$ cat config.mk
export PLATFORM = sky130hd
export DESIGN_NAME = host_irq_aggr
export DESIGN_NICKNAME = d
export VERILOG_FILES = /design/src/rtl/hia_pkg.sv /design/src/rtl/hia_regif.sv /design/src/rtl/hia_mask.sv /design/src/rtl/hia_status.sv /design/src/rtl/hia_pin.sv /design/src/rtl/host_irq_aggr.sv
export SDC_FILE = /design/constraint.sdc
export NUM_CORES = 1
export LEC_CHECK = 0
export ABC_CLOCK_PERIOD_IN_PS = 1100
export BUFFER_PORTS_ARGS = -buffer_cell sky130_fd_sc_hd__buf_2
export CORE_ASPECT_RATIO = 1.2
export CORE_UTILIZATION = 30
export CTS_BUF_LIST = sky130_fd_sc_hd__clkbuf_8
export DETAILED_ROUTE_END_ITERATION = 10
export PLACE_DENSITY = 0.54
export SLEW_MARGIN = 5
export SYNTH_ARGS = -nofsm -noshare
export SYNTH_HDL_FRONTEND = slang
export SYNTH_SLANG_ARGS = --single-unit
$ cat constraint.sdc
create_clock -name clk_i -period 1.1 [get_ports clk_i]
set_input_delay 0.165 -clock clk_i [delete_from_list [all_inputs] [get_ports clk_i]]
set_output_delay 0.165 -clock clk_i [all_outputs]
set_load 0.03 [all_outputs]
$ cat src/rtl/hia_pkg.sv
package hia_pkg;
  localparam int unsigned REG_AW = 3;
  localparam int unsigned BUS_W  = 32;

  typedef enum logic [REG_AW-1:0] {
    A_MASK = 3'd0,
    A_MSET = 3'd1,
    A_MCLR = 3'd2,
    A_PEEK = 3'd3,
    A_TAKE = 3'd4,
    A_ACK  = 3'd5
  } hia_addr_e;

  localparam int unsigned EV_RXB0     = 0;
  localparam int unsigned EV_TXDATA   = 1;
  localparam int unsigned EV_TXXFER   = 2;
  localparam int unsigned EV_RXB1     = 3;
  localparam int unsigned EV_RXXFER   = 4;
  localparam int unsigned EV_MBOX_A   = 5;
  localparam int unsigned EV_MBOX_B   = 6;
  localparam int unsigned EV_WAKE     = 7;
  localparam int unsigned EV_TRACE_A  = 8;
  localparam int unsigned EV_TRACE_B  = 9;
  localparam int unsigned EV_CMD_DONE = 10;
  localparam int unsigned EV_INIT_DONE = 14;
  localparam int unsigned EV_COEX_ON  = 16;
  localparam int unsigned EV_COEX_OFF = 17;
endpackage

$ cat src/rtl/hia_regif.sv
module hia_regif #(
  parameter int unsigned STS_W  = 16,
  parameter int unsigned MASK_W = 32
) (
  input  logic [hia_pkg::REG_AW-1:0] addr_i,
  input  logic                       wr_en_i,
  input  logic [hia_pkg::BUS_W-1:0]  wr_data_i,
  input  logic                       rd_en_i,
  input  logic [MASK_W-1:0]          mask_i,
  input  logic [STS_W-1:0]           sts_i,
  output logic                       mask_load_o,
  output logic [MASK_W-1:0]          mask_set_o,
  output logic [MASK_W-1:0]          mask_clr_o,
  output logic [STS_W-1:0]           sts_clr_o,
  output logic [hia_pkg::BUS_W-1:0]  rd_data_o
);
  import hia_pkg::*;

  logic is_wr_mask, is_wr_set, is_wr_clr, is_wr_ack, is_rd_take;

  always_comb begin
    is_wr_mask = wr_en_i && (addr_i == A_MASK);
    is_wr_set  = wr_en_i && (addr_i == A_MSET);
    is_wr_clr  = wr_en_i && (addr_i == A_MCLR);
    is_wr_ack  = wr_en_i && (addr_i == A_ACK);
    is_rd_take = rd_en_i && (addr_i == A_TAKE);
  end

  assign mask_load_o = is_wr_mask;
  assign mask_set_o  = is_wr_set ? wr_data_i[MASK_W-1:0] : '0;
  assign mask_clr_o  = is_wr_clr ? wr_data_i[MASK_W-1:0] : '0;

  // take read empties everything; ack retires only the bits written as 1
  always_comb begin
    sts_clr_o = '0;
    if (is_rd_take) sts_clr_o = '1;
    else if (is_wr_ack) sts_clr_o = wr_data_i[STS_W-1:0];
  end

  always_comb begin
    rd_data_o = '0;
    if (rd_en_i) begin
      unique case (addr_i)
        A_MASK:         rd_data_o = BUS_W'(mask_i);
        A_PEEK, A_TAKE: rd_data_o = BUS_W'(sts_i);
        default:        rd_data_o = '0;
      endcase
    end
  end
endmodule

$ cat src/rtl/hia_mask.sv
module hia_mask #(
  parameter int unsigned    MASK_W  = 32,
  parameter logic [31:0]    RST_VAL = 32'h0000_0001
) (
  input  logic              clk_i,
  input  logic              rst_ni,
  input  logic              load_i,
  input  logic [MASK_W-1:0] load_val_i,
  input  logic [MASK_W-1:0] set_i,
  input  logic [MASK_W-1:0] clr_i,
  output logic [MASK_W-1:0] mask_o
);
  logic [MASK_W-1:0] mask_q, mask_d;

  always_comb begin
    if (load_i) mask_d = load_val_i;
    else        mask_d = (mask_q | set_i) & ~clr_i;
  end

  always_ff @(posedge clk_i or negedge rst_ni) begin
    if (!rst_ni) mask_q <= RST_VAL[MASK_W-1:0];
    else         mask_q <= mask_d;
  end

  assign mask_o = mask_q;
endmodule

$ cat src/rtl/hia_status.sv
module hia_status #(
  parameter int unsigned STS_W = 16
) (
  input  logic             clk_i,
  input  logic             rst_ni,
  input  logic [STS_W-1:0] evt_i,
  input  logic [STS_W-1:0] clr_i,
  output logic [STS_W-1:0] sts_o
);
  for (genvar b = 0; b < STS_W; b++) begin : g_bit
    logic bit_q;
    // a new event beats a clear in the same cycle
    always_ff @(posedge clk_i or negedge rst_ni) begin
      if (!rst_ni)       bit_q <= 1'b0;
      else if (evt_i[b]) bit_q <= 1'b1;
      else if (clr_i[b]) bit_q <= 1'b0;
    end
    assign sts_o[b] = bit_q;
  end
endmodule

$ cat src/rtl/hia_pin.sv
module hia_pin #(
  parameter int unsigned STS_W = 16
) (
  input  logic             clk_i,
  input  logic             rst_ni,
  input  logic [STS_W-1:0] sts_i,
  input  logic [STS_W-1:0] mask_i,
  input  logic             en_i,
  input  logic             active_low_i,
  output logic             irq_o
);
  logic live_q;
  logic any_open;

  assign any_open = |(sts_i & ~mask_i);

  always_ff @(posedge clk_i or negedge rst_ni) begin
    if (!rst_ni) live_q <= 1'b0;
    else         live_q <= en_i & any_open;
  end

  assign irq_o = live_q ^ active_low_i;
endmodule

$ cat src/rtl/host_irq_aggr.sv
module host_irq_aggr #(
  parameter int unsigned EVT_W  = 18,
  parameter int unsigned STS_W  = 16,
  parameter int unsigned MASK_W = 32,
  parameter logic [31:0] MASK_RST = 32'h0000_0001
) (
  input  logic                       clk_i,
  input  logic                       rst_ni,
  input  logic [EVT_W-1:0]           evt_i,
  input  logic [hia_pkg::REG_AW-1:0] addr_i,
  input  logic                       wr_en_i,
  input  logic [hia_pkg::BUS_W-1:0]  wr_data_i,
  input  logic                       rd_en_i,
  output logic [hia_pkg::BUS_W-1:0]  rd_data_o,
  input  logic                       cfg_irq_en_i,
  input  logic                       cfg_active_low_i,
  output logic                       irq_o
);
  logic [MASK_W-1:0] mask_q;
  logic [MASK_W-1:0] mask_set, mask_clr;
  logic              mask_load;
  logic [STS_W-1:0]  sts_q;
  logic [STS_W-1:0]  sts_clr;
  logic              unused_evt_hi;

  // sources above the status width have no status slot
  assign unused_evt_hi = ^evt_i[EVT_W-1:STS_W];

  hia_regif #(.STS_W(STS_W), .MASK_W(MASK_W)) u_regif (
    .addr_i      (addr_i),
    .wr_en_i     (wr_en_i),
    .wr_data_i   (wr_data_i),
    .rd_en_i     (rd_en_i),
    .mask_i      (mask_q),
    .sts_i       (sts_q),
    .mask_load_o (mask_load),
    .mask_set_o  (mask_set),
    .mask_clr_o  (mask_clr),
    .sts_clr_o   (sts_clr),
    .rd_data_o   (rd_data_o)
  );

  hia_mask #(.MASK_W(MASK_W), .RST_VAL(MASK_RST)) u_mask (
    .clk_i      (clk_i),
    .rst_ni     (rst_ni),
    .load_i     (mask_load),
    .load_val_i (wr_data_i[MASK_W-1:0]),
    .set_i      (mask_set),
    .clr_i      (mask_clr),
    .mask_o     (mask_q)
  );

  hia_status #(.STS_W(STS_W)) u_status (
    .clk_i  (clk_i),
    .rst_ni (rst_ni),
    .evt_i  (evt_i[STS_W-1:0]),
    .clr_i  (sts_clr),
    .sts_o  (sts_q)
  );

  hia_pin #(.STS_W(STS_W)) u_pin (
    .clk_i        (clk_i),
    .rst_ni       (rst_ni),
    .sts_i        (sts_q),
    .mask_i       (mask_q[STS_W-1:0]),
    .en_i         (cfg_irq_en_i),
    .active_low_i (cfg_active_low_i),
    .irq_o        (irq_o)
  );
endmodule

==> results.toml, run 1 <==
[logic_synthesis]
ys_warn_count = 0
ys_ff_latch = 49
synth_simple_gate_area_share = 0.1344
yosys.area_share.xor_xnor = 0.003349
synth_top_family_by_area = "compound AO/OA/AOI/OAI gates"
synth.area.mux_share = 0
synth.avg_cell_area_um2 = 8.717
syn-num-nets = 359
ys_async_sr_fraction = 1.000
synth.top_cell.area_share = 0.4593
ys_seq_area_frac = 0.4694
synth_edf_count = 0
synth_cell_type_count = 31
synthFlopType = "dfrtp_1"
synthAdderAreaFrac = 0
synth_cells = 300
syn_area_um2 = 2615
ys_top_cells_by_area = "dfrtp_1, a21oi_1, nand2_1"
yosys.area.top_type = "dfrtp_1"
synth-compound-area-share = 0.3258

[power_and_ir_drop]
pwr-share-comb = 0.236
p_int_w = 0.003123
p_per_area_nw_per_um2 = 1012
pwr-share-clk = 0.291
leakagePower_nw = 2.005
ir_drop_mv = 0.6841
power_switching_w = 0.001208
pwr-share-seq = 0.473
p_sw_frac = 0.2789

[sta]
setup_viol = 41
finalWorstSetupSlack_ns = -0.2534
period_minus_slack_ns = 1.353
min_period_over_period = 1.230
fmax_ghz = 0.7389
clock_skew_ns = 0.01093
hold_ws_ns = 0.02925
worstMarginPinSlew_ns = 0.3538
slew_headroom = 0.7642
finalHoldViolCount = 0
rsz0062_at_grt = "yes"
final_max_slew_viol_count = 0

[run_status]
failed_checks = "setup timing"
outcome = "finished, violations left"

[critical_path]
critPathKind = "flip-flop to output pin"
worstPathArrival_ns = 1.19
slowest_delay_ns = 0.41
cp.depth = 3
timing.critical_path.buf_inv = 2
crit_family = "flip-flops"
path_common_cell = "buf_6"
cp_cell_sequence = "buf_6, a22o_4, buf_6"
worst_setup_path_end_kind = "output pin"
startpoint_type = "flip-flop"
crit_required_ns = 0.94
path_max_fanout = 2
reg2reg_to = "u_pin.live_q"
critical_path.endpoint = "rd_data_o[11]"
slowest_stage = "dfrtp_1"
rr_startpoint = "u_mask.mask_o[0]"
rrSetupSlack_ns = -0.09
crit_path_start = "u_status.g_bit[11].bit_q"
rr_worst_depth = 4

[global_routing]
overflow = 0
grt_pass1_wl_um = 13080
grt_max_degree = 35
antenna_found_initial = 0
grt_pass1_vias = 2674
grtUsageTotal = 0.1843

[clock_network]
cts_tree = "yes"
clkLatencyLatePin_ns = 0.30
cts_buffer_depth = 2
cts_buffers = 5
clock_sinks = 49
clkTransAtPathRegs_ns = 0.10
cts-root-buf = "clkbuf_8"
htreeDepth = 2

[worst_hold_path]
worstHoldPathCells = 2
holdCritPathClass = "primary input to flip-flop"

[die]
initial_utilization = 0.3155
die_y_um = 104.3
coreArea_um2 = 8288
dieWidth_um = 87.23
die_area_um2 = 9096
ios = 92
core.rowCount = 36

[finish]
layout_common_cells = "a21oi_1, buf_2, dfrtp_1, buf_6, nand2_1"
final_common_cell = "a21oi_1"
area_delta_synth_final_pct = 63.64
antennaDiodeCount = 0
fin_nets = 488
finalNonFillerCells = 543
drive_above_1_share = 0.4825

[route]
drtAntennaViolNets = 0
drtIter0Drc = 103
dr.pass1.iters = 4
detail_route.wl_per_cell_um = 15.70
drt-total-wl_um = 8527
vias = 2754
post_drt_via_cell_ratio = 5.072
drcViolationCount = 0

[placement]
portBuffers = 89
hpwlAfterDp_um = 5421
placedCellCount = 513
gp_congestion = 0.7644

[flow_run]
cap_violations = 0
## cell type report
cell class,instances,area (um2)
Inverter,14,52.55
Tap cell,114,142.6
Timing Repair Buffer,143,1261
Fill cell,803,4009
Clock buffer,5,68.82
Sequential cell,49,1230
Multi-Input combinational cell,216,1489
Clock inverter,2,35.03
## stage by stage
stage,worst slack [ns],TNS (ns),total power (W),area [um2],util
floorplan,-0.03941,-0.3910,0.002503,2780,-
global placement,-0.2817,-18.87,0.002877,3592,0.4334
CTS,-0.2713,-7.301,0.004304,4108,0.4956
finish,-0.2534,-6.272,0.004331,4279,0.5163
detailed placement,-0.3227,-20.03,0.002903,3592,0.4334
global route,-0.2855,-8.577,0.004542,4279,0.5163
## synthesized netlist by cell type (all sizes together) (3+ instances only)
library cell   n
and2          16
a22o          16
inv           14
nand2         44
o21ai         32
nand2b         3
buf           20
dfrtp         48
o22ai          4
a31o          10
a21oi         70
a21o           6
## worst min path at each step
stage	from	end	slack, ns
global route	evt_i[9]	u_status.g_bit[9].bit_q	0.04
CTS	evt_i[1]	u_status.g_bit[1].bit_q	0.03
finish	evt_i[1]	u_status.g_bit[1].bit_q	0.03
global placement	rst_ni	u_mask.mask_o[27]	0.06
floorplan	rst_ni	u_mask.mask_o[10]	-0.13
detailed placement	rst_ni	u_mask.mask_o[27]	0.05
## logic make-up after synthesis
logic type      count (synthesis)
xor+xnor                        1
buf+inv                        35
compound gates                143
simple gates                   72
flops                          49
## metal layers
metal	GRT usage	share of wire	routed length, um
met1	0.2402	0.45	3827
met2	0.3155	0.49	4219
met3	0.03175	0.042	361
met4	0.04215	0.014	119
met5	0	0	0
## what timing repair did
item,in CTS,in global routing
resized for setup,89,47
pin swaps,17,27
hold buffers,1,0
gates cloned,2,3
setup buffers,5,17
endpoints found under the setup margin,36,48
hold endpoints to repair,41,0
## registers in the layout, summed over array words and instances, names as in the netlist
| register | cells |
|---|---|
| u_mask.mask_o | 32 |
| u_pin.live_q | 1 |
| u_status.g_bit.bit_q | 16 |
## power by group through the flow
stage | sequential, W | combinational, W | clock (W)
final | 0.00205 | 0.00102 | 0.00126
after floorplan | 0.00205 | 0.000452 | 0
after detailed placement | 0.00207 | 0.000830 | 0
after global placement | 0.00206 | 0.000812 | 0
after CTS | 0.00204 | 0.000959 | 0.00130
after global routing | 0.00206 | 0.00111 | 0.00137
(Power assumes the default switching activity.)
==> inputs of run 2 (changes only) <==
--- a/config.mk
+++ b/config.mk
@@ -11,8 +11,9 @@
 export CORE_UTILIZATION = 30
 export CTS_BUF_LIST = sky130_fd_sc_hd__clkbuf_8
 export DETAILED_ROUTE_END_ITERATION = 10
-export PLACE_DENSITY = 0.54
+export PLACE_DENSITY = 0.51
 export SLEW_MARGIN = 5
 export SYNTH_ARGS = -nofsm -noshare
 export SYNTH_HDL_FRONTEND = slang
+export SYNTH_HIERARCHICAL = 1
 export SYNTH_SLANG_ARGS = --single-unit
==> run 2 against run 1 <==
- power grew 26%
- clock power shrank 9%
- first-iteration DRC count grew 68%
- highest routed layer unchanged
- clock skew shrank 0.0043 ns
- critical path depth is the same
- final area grew 27%
- sequential share of layout area shrank 6.0 points
- global-route usage grew 0.24 points
- register-to-register slack lost 0.02 ns
- die area grew 37%
- the flow still finishes with violations (setup timing)
==> results.toml, run 2 <==
[critical_path]
slowest_delay_ns = 0.55
path_max_fanout = 2
worstPathArrival_ns = 1.27
critPathKind = "flip-flop to output pin"
timing.critical_path.buf_inv = 1
crit_path_start = "u_mask/mask_o[0]"
crit_family = "flip-flops"
worst_setup_path_end_kind = "output pin"
rr_startpoint = "u_status/g_bit[11].bit_q"
cp_cell_sequence = "mux2i_2, o22ai_4, buf_6"
slowest_stage = "dfstp_2"
crit_required_ns = 0.94
startpoint_type = "flip-flop"

[die]
die_y_um = 122.3
coreArea_um2 = 11670
dieWidth_um = 102.2
ios = 92
initial_utilization = 0.3098
core.rowCount = 43
die_area_um2 = 12500

[placement]
portBuffers = 89
place_area_um2 = 4508
hpwlAfterDp_um = 7485
gp_congestion = 0.7805

[finish]
final_common_cell = "and3_1"
drive_above_1_share = 0.5000
n_fill_cell = 1135
area_delta_synth_final_pct = 49.67
largest_reg_flops = 32
antennaDiodeCount = 0
multi_input_area_um2 = 2313
fin_area_um2 = 5414
layout_common_cells = "and3_1, buf_4, buf_2, dfrtp_1, buf_6"
seq_area_um2 = 1232
fin_nets = 605

[run_status]
failed_checks = "setup timing"
outcome = "finished, violations left"

[global_routing]
grt_util_met3 = 0.02904
grt_pass1_wl_um = 17820
grt_use_met1 = 0.2366
gr-usage-met2 = 0.3301
grt_pass1_vias = 3404
overflow = 0
grtUsageTotal = 0.1867
grt.busiest_layer = "met2"
grt_max_degree = 50
antenna_found_initial = 0

[route]
dr.pass1.iters = 4
drtAntennaViolNets = 0
post_drt_via_cell_ratio = 4.953
drt-total-wl_um = 11700
drcViolationCount = 0
vias = 3482
drtIter0Drc = 173
detail_route.wl_per_cell_um = 16.64

[logic_synthesis]
ys_warn_count = 6
synth.top_cell.area_share = 0.3321
yosys.area.top_type = "dfrtp_1"
syn_area_um2 = 3617
ys_top_cells_by_area = "dfrtp_1, and3_1, o31ai_2"
synth_edf_count = 0
synth_cells = 425
ys_seq_area_frac = 0.3393
synthTopCellsByCount = "and3_1, dfrtp_1, nand2_1"
syn-num-nets = 484
ys_ff_latch = 49
ys_async_sr_fraction = 1.000
synth.avg_cell_area_um2 = 8.511
synth_cell_type_count = 33
synthFlopType = "dfrtp_1"
synth.most_common_cell = "and3_1"

[worst_hold_path]
holdCritPathClass = "primary input to flip-flop"
hold_start = "evt_i[2]"

[clock_network]
clock_sinks = 49
htreeDepth = 2
clkLatencyLatePin_ns = 0.31
cts_buffers = 5
cts_tree = "yes"
cts_buffer_depth = 2
cts-root-buf = "clkbuf_8"
clkTransAtPathRegs_ns = 0.10

[power_and_ir_drop]
p_int_w = 0.003587
pwr-share-seq = 0.428
pwr-share-comb = 0.361
leakagePower_nw = 2.612
pwr-share-clk = 0.211
p_sw_frac = 0.3445
p_per_area_nw_per_um2 = 1011
power_switching_w = 0.001885
ir_drop_mv = 0.4929

[sta]
fmax_ghz = 0.6952
rsz0062_at_grt = "yes"
min_period_over_period = 1.308
slew_headroom = 0.6936
clock_skew_ns = 0.006580
hold_ws_ns = 0.01962
worstMarginPinSlew_ns = 0.4587
period_minus_slack_ns = 1.438
setup_viol = 45
finalWorstSetupSlack_ns = -0.3384
fin_tns_setup_ns = -9.699
final_max_slew_viol_count = 0
finalHoldViolCount = 0

[flow_run]
cap_violations = 0
## run 2: cell count changes in the layout (fill, tap and decap cells not counted), moves of 14 or more
cell and change:
a21oi_1 -52, buf_4 +25, inv_1 +19, and3_1 +64, o21ai_0 -15, o31ai_2 +28, o21ai_1 -14, o22ai_4 +14
a22o_4 -16, nor2_1 +32, nand3_1 +15
## run 2: layout make-up
cell class | instances | share of cell area
multi-input combinational | 295 | 0.4273
timing repair buffer | 165 | 0.2720
sequential | 49 | 0.2276
tap | 157 | 0.03628
inverter | 30 | 0.02080
clock buffer | 6 | 0.01525
clock inverter | 1 | 0.0006933
## run 2: per-layer routing
metal	up-vias	part of all wire
li1	1699	-
met1	1668	0.44
met2	104	0.51
met3	11	0.045
met4	0	0.013
met5	-	0
## run 2: worst paths after layout
check	endpoint	slack, ns	cells after the start
max reg2reg	u_pin/live_q	-0.11	5
max in group asynchronous	u_mask/mask_o[0]	0.44	3
min reg2reg	u_status/g_bit[4].bit_q	0.56	1
min	u_status/g_bit[2].bit_q	0.02	2
min in group asynchronous	u_status/g_bit[6].bit_q	0.36	3
max	rd_data_o[0]	-0.34	3
## run 2: timing repair
item | in CTS | in global routing
pin swaps | 8 | 15
endpoints found under the hold margin | 48 | 0
endpoints found under the setup margin | 66 | 40
cloned | 1 | 6
gates resized for setup | 107 | 27
hold buffers | 1 | 0
setup buffers | 14 | 16
## run 2: per-stage QoR
step / utilization / std cells / total power (W) / setup WS (ns)
2_1_floorplan: - / 425 / 0.003347 / -0.2540
3_3_place_gp: 0.3861 / 661 / 0.003881 / -0.5964
3_5_place_dp: 0.3861 / 661 / 0.003924 / -0.6313
4_1_cts: 0.4365 / 682 / 0.005410 / -0.3747
5_1_grt: 0.4637 / 703 / 0.005780 / -0.3850
6_report: 0.4637 / 703 / 0.005472 / -0.3384
## run 2: kinds of logic (layout without fill, tap and decap cells)
logic type	count (synthesis)	after routing	synth area share
and+or+nand+nor	189	190	0.2722
DFF	49	49	0.3393
muxes	16	16	0.04427
xor gates and xnor gates	1	1	0.002422
buffers and inverters	82	202	0.1221
AOI/OAI and AO/OA	88	88	0.2197
## run 2: worst reg2reg max path, cell delays in order (launching register included)
cell	delay [ns]
dfrtp_1	0.42
buf_6	0.13
buf_6	0.10
buf_6	0.11
a221oi_2	0.23
a31oi_1	0.11
## run 2: power groups by stage
stage / Sequential [W] / Combinational, W / Clock (W)
2_1_floorplan: 0.00226 / 0.00109 / 0
3_3_place_gp: 0.00234 / 0.00154 / 0
3_5_place_dp: 0.00234 / 0.00159 / 0
4_1_cts: 0.00233 / 0.00186 / 0.00122
5_1_grt: 0.00239 / 0.00214 / 0.00126
6_report: 0.00234 / 0.00198 / 0.00115
==> inputs of run 3 (changes only) <==
--- a/config.mk
+++ b/config.mk
@@ -17,3 +17,4 @@
 export SYNTH_HDL_FRONTEND = slang
 export SYNTH_HIERARCHICAL = 1
 export SYNTH_SLANG_ARGS = --single-unit
+export TNS_END_PERCENT = 30
==> run 3 against run 2 <==
- the run still ends with setup timing left
- routed wire length decreased by 6.9%
- via count fell by 3.0%
- critical path depth did not move
- sequential share of layout area rose by 1.5 points
- combinational power is 7% lower
- setup slack improved by 0.00086 ns
- clock-buffer cell count is the same
- critical path type unchanged
- highest routed layer unchanged
==> results.toml, run 3 (synthesis results as in run 2) <==
[clock_network]
cts_tree = "yes"
clock_sinks = 49
clkTransAtPathRegs_ns = 0.10
clkLatencyLatePin_ns = 0.32
cts_buffer_depth = 2
cts_buffers = 5
cts-root-buf = "clkbuf_8"
htreeDepth = 2

[sta]
rsz0062_at_grt = "yes"
period_minus_slack_ns = 1.438
clock_skew_ns = 0.007290
finalHoldViolCount = 0
fmax_ghz = 0.6956
finalWorstSetupSlack_ns = -0.3375
slew_headroom = 0.5220
fin_tns_setup_ns = -8.576
worstMarginPinSlew_ns = 0.7154
setup_viol = 37
min_period_over_period = 1.307
final_max_slew_viol_count = 0

[critical_path]
startpoint_type = "flip-flop"
reg2reg_to = "u_pin/live_q"
worstPathArrival_ns = 1.27
slowest_delay_ns = 0.55
crit_family = "flip-flops"
rrSetupSlack_ns = -0.07
rr_worst_depth = 4
slowest_stage = "dfstp_2"
critPathKind = "flip-flop to output pin"
path_max_fanout = 2
worst_setup_path_end_kind = "output pin"
timing.critical_path.buf_inv = 1
rr_startpoint = "u_mask/mask_o[0]"
crit_required_ns = 0.94
cp_cell_sequence = "mux2i_1, o22ai_2, buf_6"

[power_and_ir_drop]
p_per_area_nw_per_um2 = 1095
leakagePower_nw = 2.461
ir_drop_mv = 0.5302

[route]
dr.pass1.iters = 4
post_drt_via_cell_ratio = 4.960
drtAntennaViolNets = 0
detail_route.wl_per_cell_um = 15.99
drcViolationCount = 0
vias = 3378
drtIter0Drc = 163
drt-total-wl_um = 10890

[global_routing]
antenna_found_initial = 0
grt_pass1_vias = 3495
grt_max_degree = 50
grtUsageTotal = 0.1890
grt_pass1_wl_um = 18200
overflow = 0

[die]
die_area_um2 = 12500
ios = 92
core.rowCount = 43
dieWidth_um = 102.2
initial_utilization = 0.3098
coreArea_um2 = 11670
die_y_um = 122.3

[placement]
gp_congestion = 0.7564
place_ws_ns = -0.6588
portBuffers = 89
hpwlAfterDp_um = 7488

[finish]
drive_above_1_share = 0.4332
n_fill_cell = 1197
antennaDiodeCount = 0
largest_reg_flops = 32
fin_nets = 582
final_common_cell = "and3_1"
area_delta_synth_final_pct = 40.09
layout_common_cells = "and3_1, buf_2, nand2_1, dfrtp_1, buf_4"

[run_status]
failed_checks = "setup timing"
outcome = "finished, violations left"

[flow_run]
cap_violations = 0

[worst_hold_path]
holdCritPathClass = "primary input to flip-flop"
hold_end = "u_status/g_bit[10].bit_q"
worstHoldPathCells = 2
hold_start = "evt_i[10]"
==> run 3: how the worst max path moves through the flow <==
| stage | cells after the start | startpoint | to | slack (ns) |
|---|---|---|---|---|
| finish | 3 | u_mask/mask_o[0] | rd_data_o[0] | -0.34 |
| global route | 3 | u_mask/mask_o[0] | rd_data_o[0] | -0.40 |
| CTS | 3 | u_mask/mask_o[0] | rd_data_o[0] | -0.36 |
| detailed placement | 4 | addr_i[1] | u_mask/mask_o[5] | -0.66 |
| global placement | 4 | addr_i[0] | u_mask/mask_o[12] | -0.62 |
| floorplan | 8 | wr_en_i | u_mask/mask_o[10] | -0.26 |
==> run 3: power by group <==
part	switching, W	internal, W	leakage (nW)
sequential	0.000232	0.00209	0.551
combinational	0.000941	0.000904	1.85
clock	0.000645	0.000734	0.0626
total	0.00182	0.00373	2.46
==> run 3: area by class of cell <==
class	instances	area, um2	share of cell area
clock inverter	2	33.78	0.006667
inverter	30	112.6	0.02222
sequential	49	1227	0.2422
timing repair buffer	143	1205	0.2378
multi-input combinational	294	2210	0.4360
clock buffer	6	82.58	0.01630
tap	157	196.4	0.03877
==> run 3: repair_timing <==
item,in CTS,in global routing
hold buffers,1,0
setup buffers,11,5
gates cloned,1,0
endpoints found under the setup margin,66,35
hold endpoints to repair,48,0
resized for setup,94,15
pin swaps,6,19
==> run 3: metal layers <==
metal,up-vias,wire (um),GRT usage
met5,-,0,0
met4,0,267,0.06518
met3,16,625,0.03872
met2,95,5356,0.3217
met1,1618,4642,0.2357
li1,1649,-,-
==> run 3: per-stage QoR <==
stage | hold WS, ns | total power (W) | util | area, um2 | instances
4_1_cts | 0.009772 | 0.005556 | 0.4263 | 4977 | 676
5_1_grt | 0.01561 | 0.005863 | 0.4340 | 5067 | 681
3_5_place_dp | 0.1836 | 0.003879 | 0.3799 | 4436 | 655
3_3_place_gp | 0.1857 | 0.003829 | 0.3799 | 4436 | 655
6_report | 0.02306 | 0.005547 | 0.4340 | 5067 | 681
2_1_floorplan | -0.1306 | 0.003326 | - | 3830 | 425
